<file path="src/rtl/pmio_pkg.sv">
package pmio_pkg;
  localparam int IO_ADDR_W   = 16;
  localparam int CFG_DW_W    = 6;
  localparam logic [CFG_DW_W-1:0] DW_PM_EN   = 6'h10; // byte 0x40
  localparam logic [CFG_DW_W-1:0] DW_PM_BASE = 6'h12; // byte 0x48
  localparam logic [CFG_DW_W-1:0] DW_SMB_BS  = 6'h24; // byte 0x90
  localparam logic [CFG_DW_W-1:0] DW_SMB_EN  = 6'h34; // byte 0xD0

  typedef enum logic [1:0] {
    IO_BYTE  = 2'b00,
    IO_WORD  = 2'b01,
    IO_DWORD = 2'b10
  } io_size_e;

  function automatic logic [31:0] merge_lanes(input logic [31:0] cur,
                                              input logic [31:0] wd,
                                              input logic [3:0]  be);
    logic [31:0] r;
    for (int i = 0; i < 4; i++)
      r[8*i +: 8] = be[i] ? wd[8*i +: 8] : cur[8*i +: 8];
    return r;
  endfunction
endpackage

</file>
<file path="src/rtl/pmio_cfg_regs.sv">
module pmio_cfg_regs
  import pmio_pkg::*;
#(
  parameter int ADDR_W   = IO_ADDR_W,
  parameter int PM_LOG2  = 7,
  parameter int SMB_LOG2 = 4
) (
  input  logic                     clk,
  input  logic                     rst,
  input  logic                     wr,
  input  logic [CFG_DW_W-1:0]      dw,
  input  logic [3:0]               be,
  input  logic [31:0]              wdata,
  output logic [ADDR_W-1:PM_LOG2]  pm_base,
  output logic [ADDR_W-1:SMB_LOG2] smb_base,
  output logic                     pm_en,
  output logic [3:0]               smb_ctl
);
  logic [31:0] pm_cur, smb_cur, pm_mrg, smb_mrg;

  // Current register images, bit 0 high as stored form
  assign pm_cur  = 32'({pm_base, {PM_LOG2{1'b0}}}) | 32'd1;
  assign smb_cur = 32'({smb_base, {SMB_LOG2{1'b0}}}) | 32'd1;
  assign pm_mrg  = merge_lanes(pm_cur, wdata, be);
  assign smb_mrg = merge_lanes(smb_cur, wdata, be);

  always_ff @(posedge clk) begin
    if (rst) begin
      pm_base  <= '0;
      smb_base <= '0;
      pm_en    <= 1'b0;
      smb_ctl  <= 4'h0;
    end else if (wr) begin
      if (dw == DW_PM_BASE) pm_base  <= pm_mrg[ADDR_W-1:PM_LOG2];
      if (dw == DW_SMB_BS)  smb_base <= smb_mrg[ADDR_W-1:SMB_LOG2];
      if (dw == DW_PM_EN && be[1])  pm_en   <= wdata[15];
      if (dw == DW_SMB_EN && be[2]) smb_ctl <= wdata[19:16];
    end
  end
endmodule

</file>
<file path="src/rtl/pmio_win_decode.sv">
module pmio_win_decode #(
  parameter int ADDR_W    = 16,
  parameter int WIN_LOG2  = 7,
  parameter bit BYTE_ONLY = 1'b0
) (
  input  logic                     clk,
  input  logic                     rst,
  input  logic                     valid,
  input  logic [ADDR_W-1:0]        addr,
  input  logic [1:0]               size,
  input  logic [ADDR_W-1:WIN_LOG2] base,
  input  logic                     en,
  output logic                     hit,
  output logic [WIN_LOG2-1:0]      off
);
  logic size_ok, match;

  generate
    if (BYTE_ONLY) begin : g_byte
      assign size_ok = (size == 2'b00);
    end else begin : g_any
      assign size_ok = 1'b1;
    end
  endgenerate

  assign match = valid && en && size_ok && (addr[ADDR_W-1:WIN_LOG2] == base);

  always_ff @(posedge clk) begin
    if (rst) begin
      hit <= 1'b0;
      off <= '0;
    end else begin
      hit <= match;
      off <= match ? addr[WIN_LOG2-1:0] : '0;
    end
  end
endmodule

</file>
<file path="src/rtl/pmio_cfg_read.sv">
module pmio_cfg_read
  import pmio_pkg::*;
#(
  parameter int ADDR_W   = IO_ADDR_W,
  parameter int PM_LOG2  = 7,
  parameter int SMB_LOG2 = 4
) (
  input  logic                     clk,
  input  logic                     rst,
  input  logic                     rd,
  input  logic [CFG_DW_W-1:0]      dw,
  input  logic [ADDR_W-1:PM_LOG2]  pm_base,
  input  logic [ADDR_W-1:SMB_LOG2] smb_base,
  input  logic                     pm_en,
  input  logic [3:0]               smb_ctl,
  output logic [31:0]              rdata
);
  logic [31:0] sel;

  always_comb begin
    unique case (dw)
      DW_PM_EN:   sel = {16'h0, pm_en, 15'h0};
      DW_PM_BASE: sel = 32'({pm_base, {PM_LOG2{1'b0}}}) | 32'd1;
      DW_SMB_BS:  sel = 32'({smb_base, {SMB_LOG2{1'b0}}}) | 32'd1;
      DW_SMB_EN:  sel = {12'h0, smb_ctl, 16'h0};
      default:    sel = 32'h0;
    endcase
  end

  always_ff @(posedge clk) begin
    if (rst)     rdata <= 32'h0;
    else if (rd) rdata <= sel;
  end
endmodule

</file>
<file path="src/rtl/pmio_base_decoder.sv">
module pmio_base_decoder
  import pmio_pkg::*;
#(
  parameter int ADDR_W   = IO_ADDR_W,
  parameter int PM_LOG2  = 7,
  parameter int SMB_LOG2 = 4
) (
  input  logic                clk,
  input  logic                rst,
  input  logic                cfg_wr,
  input  logic                cfg_rd,
  input  logic [7:0]          cfg_addr,
  input  logic [3:0]          cfg_be,
  input  logic [31:0]         cfg_wdata,
  output logic [31:0]         cfg_rdata,
  input  logic                io_valid,
  input  logic [ADDR_W-1:0]   io_addr,
  input  logic [1:0]          io_size,
  output logic                pm_hit,
  output logic [PM_LOG2-1:0]  pm_off,
  output logic                smb_hit,
  output logic [SMB_LOG2-1:0] smb_off
);
  logic [CFG_DW_W-1:0]      dw;
  logic [ADDR_W-1:PM_LOG2]  pm_base;
  logic [ADDR_W-1:SMB_LOG2] smb_base;
  logic                     pm_en;
  logic [3:0]               smb_ctl;

  assign dw = cfg_addr[7:2];

  pmio_cfg_regs #(.ADDR_W(ADDR_W), .PM_LOG2(PM_LOG2), .SMB_LOG2(SMB_LOG2)) u_regs (
    .clk(clk), .rst(rst), .wr(cfg_wr), .dw(dw), .be(cfg_be), .wdata(cfg_wdata),
    .pm_base(pm_base), .smb_base(smb_base), .pm_en(pm_en), .smb_ctl(smb_ctl)
  );

  pmio_cfg_read #(.ADDR_W(ADDR_W), .PM_LOG2(PM_LOG2), .SMB_LOG2(SMB_LOG2)) u_read (
    .clk(clk), .rst(rst), .rd(cfg_rd), .dw(dw), .pm_base(pm_base),
    .smb_base(smb_base), .pm_en(pm_en), .smb_ctl(smb_ctl), .rdata(cfg_rdata)
  );

  pmio_win_decode #(.ADDR_W(ADDR_W), .WIN_LOG2(PM_LOG2), .BYTE_ONLY(1'b1)) u_pm_win (
    .clk(clk), .rst(rst), .valid(io_valid), .addr(io_addr), .size(io_size),
    .base(pm_base), .en(pm_en), .hit(pm_hit), .off(pm_off)
  );

  pmio_win_decode #(.ADDR_W(ADDR_W), .WIN_LOG2(SMB_LOG2), .BYTE_ONLY(1'b0)) u_smb_win (
    .clk(clk), .rst(rst), .valid(io_valid), .addr(io_addr), .size(io_size),
    .base(smb_base), .en(smb_ctl[0]), .hit(smb_hit), .off(smb_off)
  );
endmodule

</file>
<file path="config.mk">
export PLATFORM = sky130hd
export DESIGN_NAME = pmio_base_decoder
export DESIGN_NICKNAME = d
export VERILOG_FILES = /design/src/rtl/pmio_pkg.sv /design/src/rtl/pmio_cfg_regs.sv /design/src/rtl/pmio_win_decode.sv /design/src/rtl/pmio_cfg_read.sv /design/src/rtl/pmio_base_decoder.sv
export SDC_FILE = /design/constraint.sdc
export NUM_CORES = 1
export LEC_CHECK = 0
export BUFFER_PORTS_ARGS = -buffer_cell sky130_fd_sc_hd__buf_4
export CAP_MARGIN = 5
export CORE_UTILIZATION = 35
export DETAILED_ROUTE_END_ITERATION = 8
export PLACE_DENSITY = 0.68
export SLEW_MARGIN = 15
export SYNTH_ARGS = -nofsm -noshare
export SYNTH_HDL_FRONTEND = slang
export SYNTH_SLANG_ARGS = --single-unit
</file>
<file path="constraint.sdc">
create_clock -name clk -period 1.78 [get_ports clk]
set_input_delay 0.089 -clock clk [delete_from_list [all_inputs] [get_ports clk]]
set_output_delay 0.089 -clock clk [all_outputs]
set_load 0.02 [all_outputs]
</file>
After elaboration in Yosys (flattened, before gate mapping)
Index checks and enable logic that the tools add are counted.
{ "totals": {"input_bits": 67, "elab_cells": 36, "register_bits": 71, "latch_bits": 0, "memories": 0, "ramBits": 0, "rom_bits": 0} }
{ "op_classes": {"multipliers": 0, "n_shift": 0, "div": 0, "n_addsub": 0, "n_lt_le_gt_ge": 0, "mux": 1, "bitwise": 2, "n_reduce_logical": 16, "n_eq_ne": 6} }
{ "op_table": {"columns": ["cell", "n"], "rows": [
  ["$pmux 20 s4", 1],
  ["$eq 12x12->1", 1],
  ["$eq 6x5->1 const B", 2],
  ["$eq 6x6->1 const B", 2],
  ["$reduce_and 3->1", 4],
  ["$eq 9x9->1", 1],
  ["$logic_and 1x1->1", 7],
  ["$reduce_and 2->1", 2],
  ["$reduce_or 2->1", 2],
  ["$logic_not 2->1", 1],
  ["$not 1->1", 2]
]} }

Logic depth before layout (Yosys ltp)
Gate-level depths: netlist of the first run.
{ "logic_depth": {"depth_word": 5, "depth_mapped": 6} }

Modules after synthesis
From an unflattened synthesis of the first run, not the netlist that was laid out.
{ "hier_totals": {"hier_cells": 275, "area_unflattened_um2": 2685.1} }
{ "by_module_without_submodules": {"columns": ["mod", "seq_area_each_um2", "instances", "cells_per_inst", "area_per_inst_um2"], "rows": [
  ["pmio_cfg_regs", 520.5, 1, 116, 1206.2],
  ["pmio_cfg_read", 340.3, 1, 90, 823.3],
  ["pmio_win_decode (u_pm_win)", 160.2, 1, 38, 355.3],
  ["pmio_win_decode (u_smb_win)", 100.1, 1, 31, 300.3]
]} }

Worst setup path before layout of the first run
No wires, ideal clock.
{ "synth_path": {"kind": "input to register", "start": "in cfg_addr[7]", "end": "reg u_regs.pm_base[11] in the netlist's numbering", "required_ns": 1.652, "slack_ns": 0.271, "path_stages": 5, "t_arrival_ns": 1.381, "setup_ns": 0.128, "path_cell_list": "or3b_1 > buf_2 > nor4_4 > mux2i_1 > nor2_1"} }
{ "synth_between": {"elab_chain_len": 2} }
{ "synth_lines": {"columns": ["item", "line", "text"], "rows": [
  ["from (decl)", "pmio_base_decoder.sv:12", "input logic [7:0] cfg_addr,"],
  ["$eq 6x5->1", "pmio_cfg_regs.sv:34", "if (dw == DW_PM_BASE) pm_base <= pm_mrg[ADDR_W-1:PM_LOG2];"],
  ["$reduce_and 3->1 (no line)", null, null],
  ["to (signal assigned)", "pmio_cfg_regs.sv:34", null],
  ["to (decl)", "pmio_cfg_regs.sv:14", "output logic [ADDR_W-1:PM_LOG2] pm_base,"]
]} }
No other way between the ends.
A chain may end at the register's enable or synchronous reset.

Worst setup path after layout of the first run
{ "layout_path": {"start": "in io_addr[4]", "end": "reg u_smb_win.off[1]"} }
{ "layout_between": {"elab_chain_len": 4} }
{ "layout_lines": {"columns": ["item", "line", "text"], "rows": [
  ["from (decl)", "pmio_base_decoder.sv:17", "input logic [ADDR_W-1:0] io_addr,"],
  ["$eq 12x12->1", "pmio_win_decode.sv:26", "assign match = valid && en && size_ok && (addr[ADDR_W-1:WIN_LOG2] == base);"],
  ["$logic_and 1x1->1", "pmio_win_decode.sv:26", null],
  ["$not 1->1 (no line)", null, null],
  ["$reduce_or 2->1 (no line)", null, null],
  ["to (signal assigned)", "pmio_win_decode.sv:34", "off <= match ? addr[WIN_LOG2-1:0] : '0;"],
  ["to (decl)", "pmio_win_decode.sv:14", "output logic [WIN_LOG2-1:0] off"]
]} }
No other way between the ends.

==> impl_metrics.yaml, run 1 <==
global_routing:
  grt_usage: 0.164
  grt_max_degree: 26
  grt_pass1_wl_um: 9270
  antenna_found_initial: 0
  grt-ovfl-total: 0
  grt_pass1_vias: 1926
cells_and_area:
  nets: 408
  diodes: 0
  utilization: 0.493
  drive_gt1_frac: 0.278
  fillers: 647
  synthToLayoutAreaGrowth_pct: 32.4
synth:
  seq_area_frac_synth: 0.464
  synth_top_area_share: 0.464
  yosys_warnings: 0
  synth_top_cells_by_area: "dfxtp_1 (46%), mux2i_1 (11%), xnor2_1 (7.6%), buf_4 (4.7%), nor2_1 (4.5%)"
  postSynth.asyncResetShare: 0
  syn_area_um2: 2420
  netlist_instances: 254
  yosys.cell_types.count: 29
  synth_edf_count: 0
  synth_flop_cell: "dfxtp_1"
  ys_ff_latch: 56
  synth.most_common_cell: "dfxtp_1"
  ys_top_cells_by_count: "dfxtp_1 (56), nor2_1 (29), mux2i_1 (26), xnor2_1 (21), buf_4 (15)"
  yosys.area.top_type: "dfxtp_1"
  avgSynthCellArea_um2: 9.52
timing:
  hold_viol_final: 0
  fin_skew_ns: 0.00684
  finalCritPeriodShare: 0.734
  fin_tns_setup_ns: 0
  maxSlewHeadroom: 0.653
  drv_slew: 0
  fin_ws_ns: 0.474
  max_freq_mhz: 765
  worstMarginPinSlew_ns: 0.516
  setup_viol: 0
  rsz0062_at_grt: "no"
  finalCriticalPeriod_ns: 1.31
worst_setup_path:
  endpoint_kind: "flip-flop"
  crit_buf_inv: 3
  crit_top_cell: "buf_4"
  critPathTopFamily: "buffers and inverters"
  crit_chain: "dlygate4sd3_1, buf_4, xnor2_1, nand4_1, nor4_1, buf_4, and2_1"
  worstPathMaxFanout: 5
  timing_worst_setup_path_type: "in2reg"
  crit_required_ns: 2.04
  cp.arrival_ns: 1.56
  crit_cells: 7
  reg2reg_depth: 5
  cp-start-kind: "input pin"
  crit_path_top_delay_cell: "dlygate4sd3_1"
  cpPeakStageDelay_ns: 0.54
pwr:
  ir_drop_mv: 0.304
  finalPower_mw: 2.20
  leakage_nw: 1.35
  power.density_nw_per_um2: 687
run_status:
  status: "complete, but fails checks"
  failed_checks: "design-rule violations"
floorplanning:
  core_um2: 6490
  pin_count: 112
  die-width_um: 85.1
  initial_core_util: 0.372
  num_rows: 29
  dieArea_um2: 7240
  die_h_um: 85.1
clocking:
  cts_sinks: 56
  cts_buffers: 5
  clk_pin_slew_worst_paths_ns: 0.09
  clk_path_buf_depth: 2
  insertion_delay_ns: 0.31
  cts_tree: "built"
  htree_levels: 2
  root_buffer: "clkbuf_8"
placement:
  routabilityCongestion: 0.751
  dp_slack_ns: 0.192
  dpl.hpwl_um: 4320
  io_buffers: 77
job:
  cap_violations: 0
detailed_routing:
  vias_per_cell: 4.80
  drc: 1
  vias: 2011
  wirelength_um: 5770
  wire_per_inst_um: 13.8
  ant_nets: 0
  dr.first_iter.drc_count: 113
  firstDrtPassIters: 6
worst_hold_path:
  hp-class: "in2reg"
  hold_depth: 3
-- cell type report --
type | instances | area (um^2) | area share
clock buffers | 8 | 90.1 | 0.0281
inverters | 2 | 7.51 | 0.00235
multi-input cells | 185 | 1190 | 0.371
flip-flops and latches | 56 | 1120 | 0.350
well taps | 77 | 96.3 | 0.0301
repair buffers | 91 | 698 | 0.218
-- worst reg2reg max path, stage by stage, from the launching register on --
cell and delay, ns:
dfxtp_1 0.35, xnor2_1 0.21, nand3_1 0.10, nor4_1 0.28, buf_4 0.17, and2_1 0.11
-- state kept, by name (all words and copies together) (netlist names) --
| register | cells |
|---|---|
| u_regs.smb_ctl | 4 |
| u_regs.pm_base | 9 |
| u_smb_win.off | 4 |
| u_read.rdata | 17 |
| u_regs.smb_base | 12 |
| u_regs.pm_en | 1 |
| u_pm_win.off | 7 |
| u_smb_win.hit | 1 |
| u_pm_win.hit | 1 |
-- power breakdown --
group | total, mW | internal, mW | switching, mW
combinational | 0.232 | 0.112 | 0.120
sequential | 1.26 | 1.25 | 0.00173
clock | 0.711 | 0.318 | 0.393
-- logic make-up (layout without fill, tap and decap cells) --
| kind of cell | Yosys count | in the layout | share of synthesized area |
|---|---|---|---|
| AOI/OAI and AO/OA | 29 | 29 | 0.0730 |
| xor gates and xnor gates | 21 | 21 | 0.0761 |
| other | 1 | 15 | 0.00155 |
| DFF | 56 | 56 | 0.464 |
| muxes | 26 | 26 | 0.108 |
| buffers and inverters | 27 | 101 | 0.0668 |
| and+or+nand+nor | 94 | 94 | 0.211 |
-- layout by cell type, fill, tap and decap left out, types with 9 or more instances in the layout --
cell type,instances
mux2i_1,26
nand2_1,11
xnor2_1,21
nor2_1,29
o21ai_0,9
and2_1,13
conb_1,15
nand3_1,11
dfxtp_1,56
buf_4,85
-- metrics by stage --
stage               instance area [um^2]  instances  hold slack [ns]
finish                              3200        419           0.0144
global route                        3200        419           0.0165
CTS                                 3200        419          0.00641
detailed placement                  3050        405            0.305
global placement                    3050        405            0.301
floorplan                           2470        268            0.211
-- metal layers --
layer	wire [um]	global-route usage
met1	2600	0.214
met2	2750	0.276
met3	339	0.0292
met4	73	0.0508
met5	0	0
-- repair_timing --
action | CTS | global route
hold buffers | 6 | 0
endpoints found under the hold margin | 10 | 0
gates resized for setup | 0 | 0
buffers inserted | 0 | 0
-- final timing paths --
check / startpoint / end / slack (ns)
hold reg to reg: u_read.rdata[11] / u_read.rdata[11] / 0.46
setup reg to reg: u_regs.smb_base[9] / u_smb_win.off[1] / 0.49
setup / recovery: io_addr[4] / u_smb_win.off[1] / 0.47
hold / removal: cfg_wdata[4] / u_regs.smb_base[4] / 0.01
Power figures use the tool's default switching activity.
==> run 2, diff against run 1 <==
Clock period 1.78 ns to 1.3 ns, I/O delays scaled along.
==> run 2 against run 1 <==
  * The run now ends clean
  * Die area unchanged
  * Worst setup slack worse by 0.46 ns
  * Routed wire length is 9.0% higher
  * Design area rose by 8.0%
  * Clock skew up 0.00083 ns
  * Critical path type is now reg2reg
  * Largest power group unchanged
==> impl_metrics.yaml, run 2 (synthesis results as in run 1) <==
cells_and_area:
  fillers: 596
  layout.cells.most_common: "buf_4"
  diodes: 0
  nets: 426
  mostFrequentLayoutCells: "buf_4 (94), dfxtp_1 (45), nor2_1 (29)"
  utilization: 0.532
  drive_gt1_frac: 0.347
  largest_reg_flops: 17
  largest_registers: "u_read.rdata x17, u_regs.smb_base x12, u_regs.pm_base x9"
  synthToLayoutAreaGrowth_pct: 43.0
  regMostFlops: "u_read.rdata"
  stdcell_area_um2: 3460
placement:
  dp_slack_ns: -0.132
  io_buffers: 77
  routabilityCongestion: 0.810
  dpl.hpwl_um: 4540
  placed_area_um2: 3140
worst_setup_path:
  cp.arrival_ns: 1.54
  cp-start-kind: "flip-flop"
  critPathTopFamily: "simple AND/OR/NAND/NOR gates"
  timing_worst_setup_path_type: "reg2reg"
  crit_buf_inv: 1
  endpoint_kind: "flip-flop"
  worstPathMaxFanout: 5
  crit_chain: "xnor2_2, nand4_1, nor4_2, buf_4, and2_1"
  crit_path_top_delay_cell: "dfxtp_4"
  cpPeakStageDelay_ns: 0.37
  crit_required_ns: 1.55
clocking:
  cts_sinks: 56
  cts_tree: "built"
  clk_path_buf_depth: 2
  insertion_delay_ns: 0.31
  cts_buffers: 5
  htree_levels: 2
  root_buffer: "clkbuf_8"
  clk_pin_slew_worst_paths_ns: 0.10
floorplanning:
  dieArea_um2: 7240
  num_rows: 29
  core_um2: 6490
  initial_core_util: 0.372
  pin_count: 112
  die_h_um: 85.1
  die-width_um: 85.1
global_routing:
  antenna_found_initial: 0
  grt_max_degree: 22
  grt_pass1_wl_um: 10000
  grt-ovfl-total: 0
  grt_usage: 0.178
  grt_pass1_vias: 2091
pwr:
  ir_drop_mv: 0.469
  leakage_nw: 1.47
  power.density_nw_per_um2: 881
timing:
  drv_slew: 0
  whs_ns: 0.00784
  fin_ws_ns: 0.0109
  finalCriticalPeriod_ns: 1.29
  fin_skew_ns: 0.00767
  setup_viol: 0
  hold_viol_final: 0
  finalCritPeriodShare: 0.992
  max_freq_mhz: 776
  rsz0062_at_grt: "yes"
detailed_routing:
  ant_nets: 0
  dr.first_iter.drc_count: 126
  drc: 0
  wirelength_um: 6280
  vias_per_cell: 4.83
  vias: 2110
  wire_per_inst_um: 14.4
  firstDrtPassIters: 4
job:
  cap_violations: 0
run_status:
  status: "finished, final reports clean"
worst_hold_path:
  hp-class: "in2reg"
[run 2: cell types whose count changed in the layout (fill, tap and decap cells not counted), moves of 6 or more]
cell | previous run | this run
dfxtp_1 | 56 | 45
buf_4 | 85 | 94
dfxtp_2 | 0 | 9
dlygate4sd3_1 | 6 | 13
xnor2_1 | 21 | 15
xnor2_2 | 0 | 6
[run 2: worst min-delay path, delay by kind of cell]
kind	cells	cell delay, ns
buffers and inverters	1	0.08
AND/OR/NAND/NOR	1	0.08
multiplexers	1	0.05
[run 2: metal layers]
layer  vias up  GRT usage  routed length (um)
met4         0     0.0524                  57
li1       1045          -                   -
met2        52      0.306                3100
met1      1007      0.219                2790
met5         -          0                   0
met3         6     0.0477                 336
[run 2: layout make-up]
cell class / instances / area [um^2] / area share
Multi-Input combinational cell: 185 / 1250 / 0.361
Clock buffer: 8 / 90.1 / 0.0261
Sequential cell: 56 / 1140 / 0.330
Tap cell: 77 / 96.3 / 0.0279
Timing Repair Buffer: 109 / 876 / 0.253
Inverter: 2 / 7.51 / 0.00217
[run 2: through the flow]
stage          instances  power [mW]  setup TNS [ns]
6_report             437        3.04               0
5_1_grt              437        3.18          -0.187
3_5_place_dp         413        2.08           -1.79
2_1_floorplan        268        1.94          -0.896
3_3_place_gp         413        2.08           -1.29
4_1_cts              435        3.06         -0.0287
[run 2: what timing repair did]
item	in CTS	in global routing
setup buffers	2	2
pin swaps	7	9
endpoints found under the hold margin	16	1
hold buffers	12	1
setup endpoints to repair	4	5
resized for setup	7	13
[run 2: report_power, final]
group / internal, mW / switching [mW] / total (mW)
Sequential: 1.71 / 0.00255 / 1.72
Clock: 0.436 / 0.533 / 0.969
Combinational: 0.184 / 0.176 / 0.360
Total: 2.33 / 0.712 / 3.04
[run 2: worst paths after layout]
kind	slack (ns)	depth (start not counted)	to	startpoint
worst max-delay path	0.01	5	u_smb_win.off[0]	u_regs.smb_base[13]
worst min-delay path	0.008	3	u_regs.smb_ctl[2]	cfg_wdata[18]
worst max register to register	0.01	5	u_smb_win.off[0]	u_regs.smb_base[13]
worst min register to register	0.46	2	u_read.rdata[14]	u_read.rdata[14]
==> run 3, diff against run 2 <==
Settings changed: CELL_PAD_IN_SITES_DETAIL_PLACEMENT set to 2, CELL_PAD_IN_SITES_GLOBAL_PLACEMENT set to 2, CORE_UTILIZATION 35 to 26, PLACE_DENSITY 0.68 to 0.83.
==> run 3 against run 2 <==
  * The flow now finishes with violations (design-rule violations)
  * Sequential power about the same
  * Sequential cell count unchanged
  * Largest power group unchanged
  * Sequential share of layout area decreased by 0.45 points
  * Design area increased by 0.94%
  * Critical endpoint is now u_smb_win.off[3]
  * Clock skew increased by 0.0048 ns
  * Critical path type unchanged
  * Core utilization decreased by 14 points
  * Worst hold slack improved by 0.0044 ns
  * Power increased by 1.3%
==> impl_metrics.yaml, run 3 (synthesis results as in run 1) <==
run_status:
  status: "complete, but fails checks"
  failed_checks: "design-rule violations"
worst_setup_path:
  reg2reg_from: "u_regs.smb_base[9]"
  cp.arrival_ns: 1.55
  crit_buf_inv: 1
  critPathTopFamily: "simple AND/OR/NAND/NOR gates"
  reg2reg_to: "u_smb_win.off[3]"
  crit_required_ns: 1.56
  crit_path_top_delay_cell: "dfxtp_1"
  timing_worst_setup_path_type: "reg2reg"
  cp-start-kind: "flip-flop"
  reg2reg_depth: 5
  endpoint_kind: "flip-flop"
  cpPeakStageDelay_ns: 0.35
  r2r_slack_ns: 0.01
  worstPathMaxFanout: 5
  crit_chain: "xnor2_1, nand3_1, nor4_2, buf_4, and2_1"
worst_hold_path:
  min-delay-start: "cfg_wdata[12]"
  hold_depth: 3
  min_to: "u_regs.pm_base[12]"
  hp-class: "in2reg"
global_routing:
  grt_pass1_wl_um: 12400
  grt_max_degree: 27
  grt_usage: 0.168
  grt_pass1_vias: 2409
  grt-ovfl-total: 0
  antenna_found_initial: 0
timing:
  fin_tns_setup_ns: 0
  fin_ws_ns: 0.00983
  setup_viol: 0
  hold_viol_final: 0
  maxSlewHeadroom: 0.564
  fin_skew_ns: 0.0124
  finalCritPeriodShare: 0.992
  worstMarginPinSlew_ns: 0.651
  rsz0062_at_grt: "yes"
  whs_ns: 0.0123
  max_freq_mhz: 775
  drv_slew: 0
  finalCriticalPeriod_ns: 1.29
floorplanning:
  dieArea_um2: 9690
  pin_count: 112
  num_rows: 34
  core_um2: 8850
  die_h_um: 98.4
  initial_core_util: 0.273
  die-width_um: 98.4
cells_and_area:
  largest_registers: "u_read.rdata x17, u_regs.smb_base x12, u_regs.pm_base x9"
  synthToLayoutAreaGrowth_pct: 44.4
  fillers: 1000
  largest_reg_flops: 17
  nets: 427
  mostFrequentLayoutCells: "buf_4 (96), dfxtp_1 (45), nor2_1 (29)"
  utilization: 0.394
  finalNonFillerCells: 469
  drive_gt1_frac: 0.355
  multi_input_area_um2: 1250
  diodes: 0
  layout.cells.most_common: "buf_4"
  regArea_um2: 1130
  regMostFlops: "u_read.rdata"
pwr:
  ir_drop_mv: 0.403
  leakage_nw: 1.47
  power.density_nw_per_um2: 884
clocking:
  cts_tree: "built"
  root_buffer: "clkbuf_8"
  insertion_delay_ns: 0.31
  cts_buffers: 5
  clk_pin_slew_worst_paths_ns: 0.10
  clk_path_buf_depth: 2
  cts_sinks: 56
  htree_levels: 2
detailed_routing:
  drc: 1
  dr.first_iter.drc_count: 82
  firstDrtPassIters: 8
  wire_per_inst_um: 16.9
  wirelength_um: 7920
  vias_per_cell: 4.57
  ant_nets: 0
  vias: 2143
placement:
  io_buffers: 77
  place.detailed.instances: 445
  dp_slack_ns: -0.190
  routabilityCongestion: 0.735
  dpl.hpwl_um: 5880
job:
  cap_violations: 0
run 3: final cells by class:
cell class,count,area share
sequential,56,0.325
inverter,2,0.00215
tap,108,0.0387
clock inverter,1,0.00215
clock buffer,7,0.0247
multi-input combinational,185,0.357
timing repair buffer,110,0.250
run 3: worst min-delay path, cell delays in order:
cell and delay (ns):
buf_4 0.09, mux2i_1 0.06, nor2_1 0.08
run 3: power by group:
part | internal, mW | total (mW) | switching, mW
sequential | 1.72 | 1.72 | 0.00288
clock | 0.435 | 0.997 | 0.562
combinational | 0.181 | 0.367 | 0.187
run 3: what timing repair did:
| action | CTS | global route |
|---|---|---|
| resized for setup | 6 | 13 |
| cloned | 0 | 0 |
| setup buffers | 2 | 1 |
| endpoints found under the hold margin | 19 | 0 |
| pin swaps | 4 | 9 |
| setup endpoints to repair | 4 | 11 |
| hold buffers | 13 | 0 |
run 3: worst max path at each step:
stage	from	to	slack, ns	cells after the start
floorplan	cfg_addr[7]	u_regs.pm_base[11]	-0.12	5
detailed placement	cfg_addr[7]	u_regs.pm_base[8]	-0.19	6
global placement	cfg_addr[7]	u_regs.pm_en	-0.11	5
finish	u_regs.smb_base[9]	u_smb_win.off[3]	0.01	5
CTS	u_regs.smb_base[15]	u_smb_win.off[3]	-0.03	5
global route	u_regs.smb_base[5]	u_smb_win.off[3]	-0.14	5
run 3: layer usage:
| metal | track usage | routed length, um |
|---|---|---|
| met1 | 0.187 | 3180 |
| met2 | 0.317 | 4350 |
| met3 | 0.0362 | 298 |
| met4 | 0.0540 | 87 |
| met5 | 0 | 0 |
run 3: metrics by stage:
| step | power (mW) | area (um^2) |
|---|---|---|
| after floorplan | 1.94 | 2480 |
| after global placement | 2.08 | 3180 |
| after detailed placement | 2.09 | 3180 |
| after CTS | 3.11 | 3440 |
| after global routing | 3.22 | 3490 |
| final | 3.08 | 3490 |
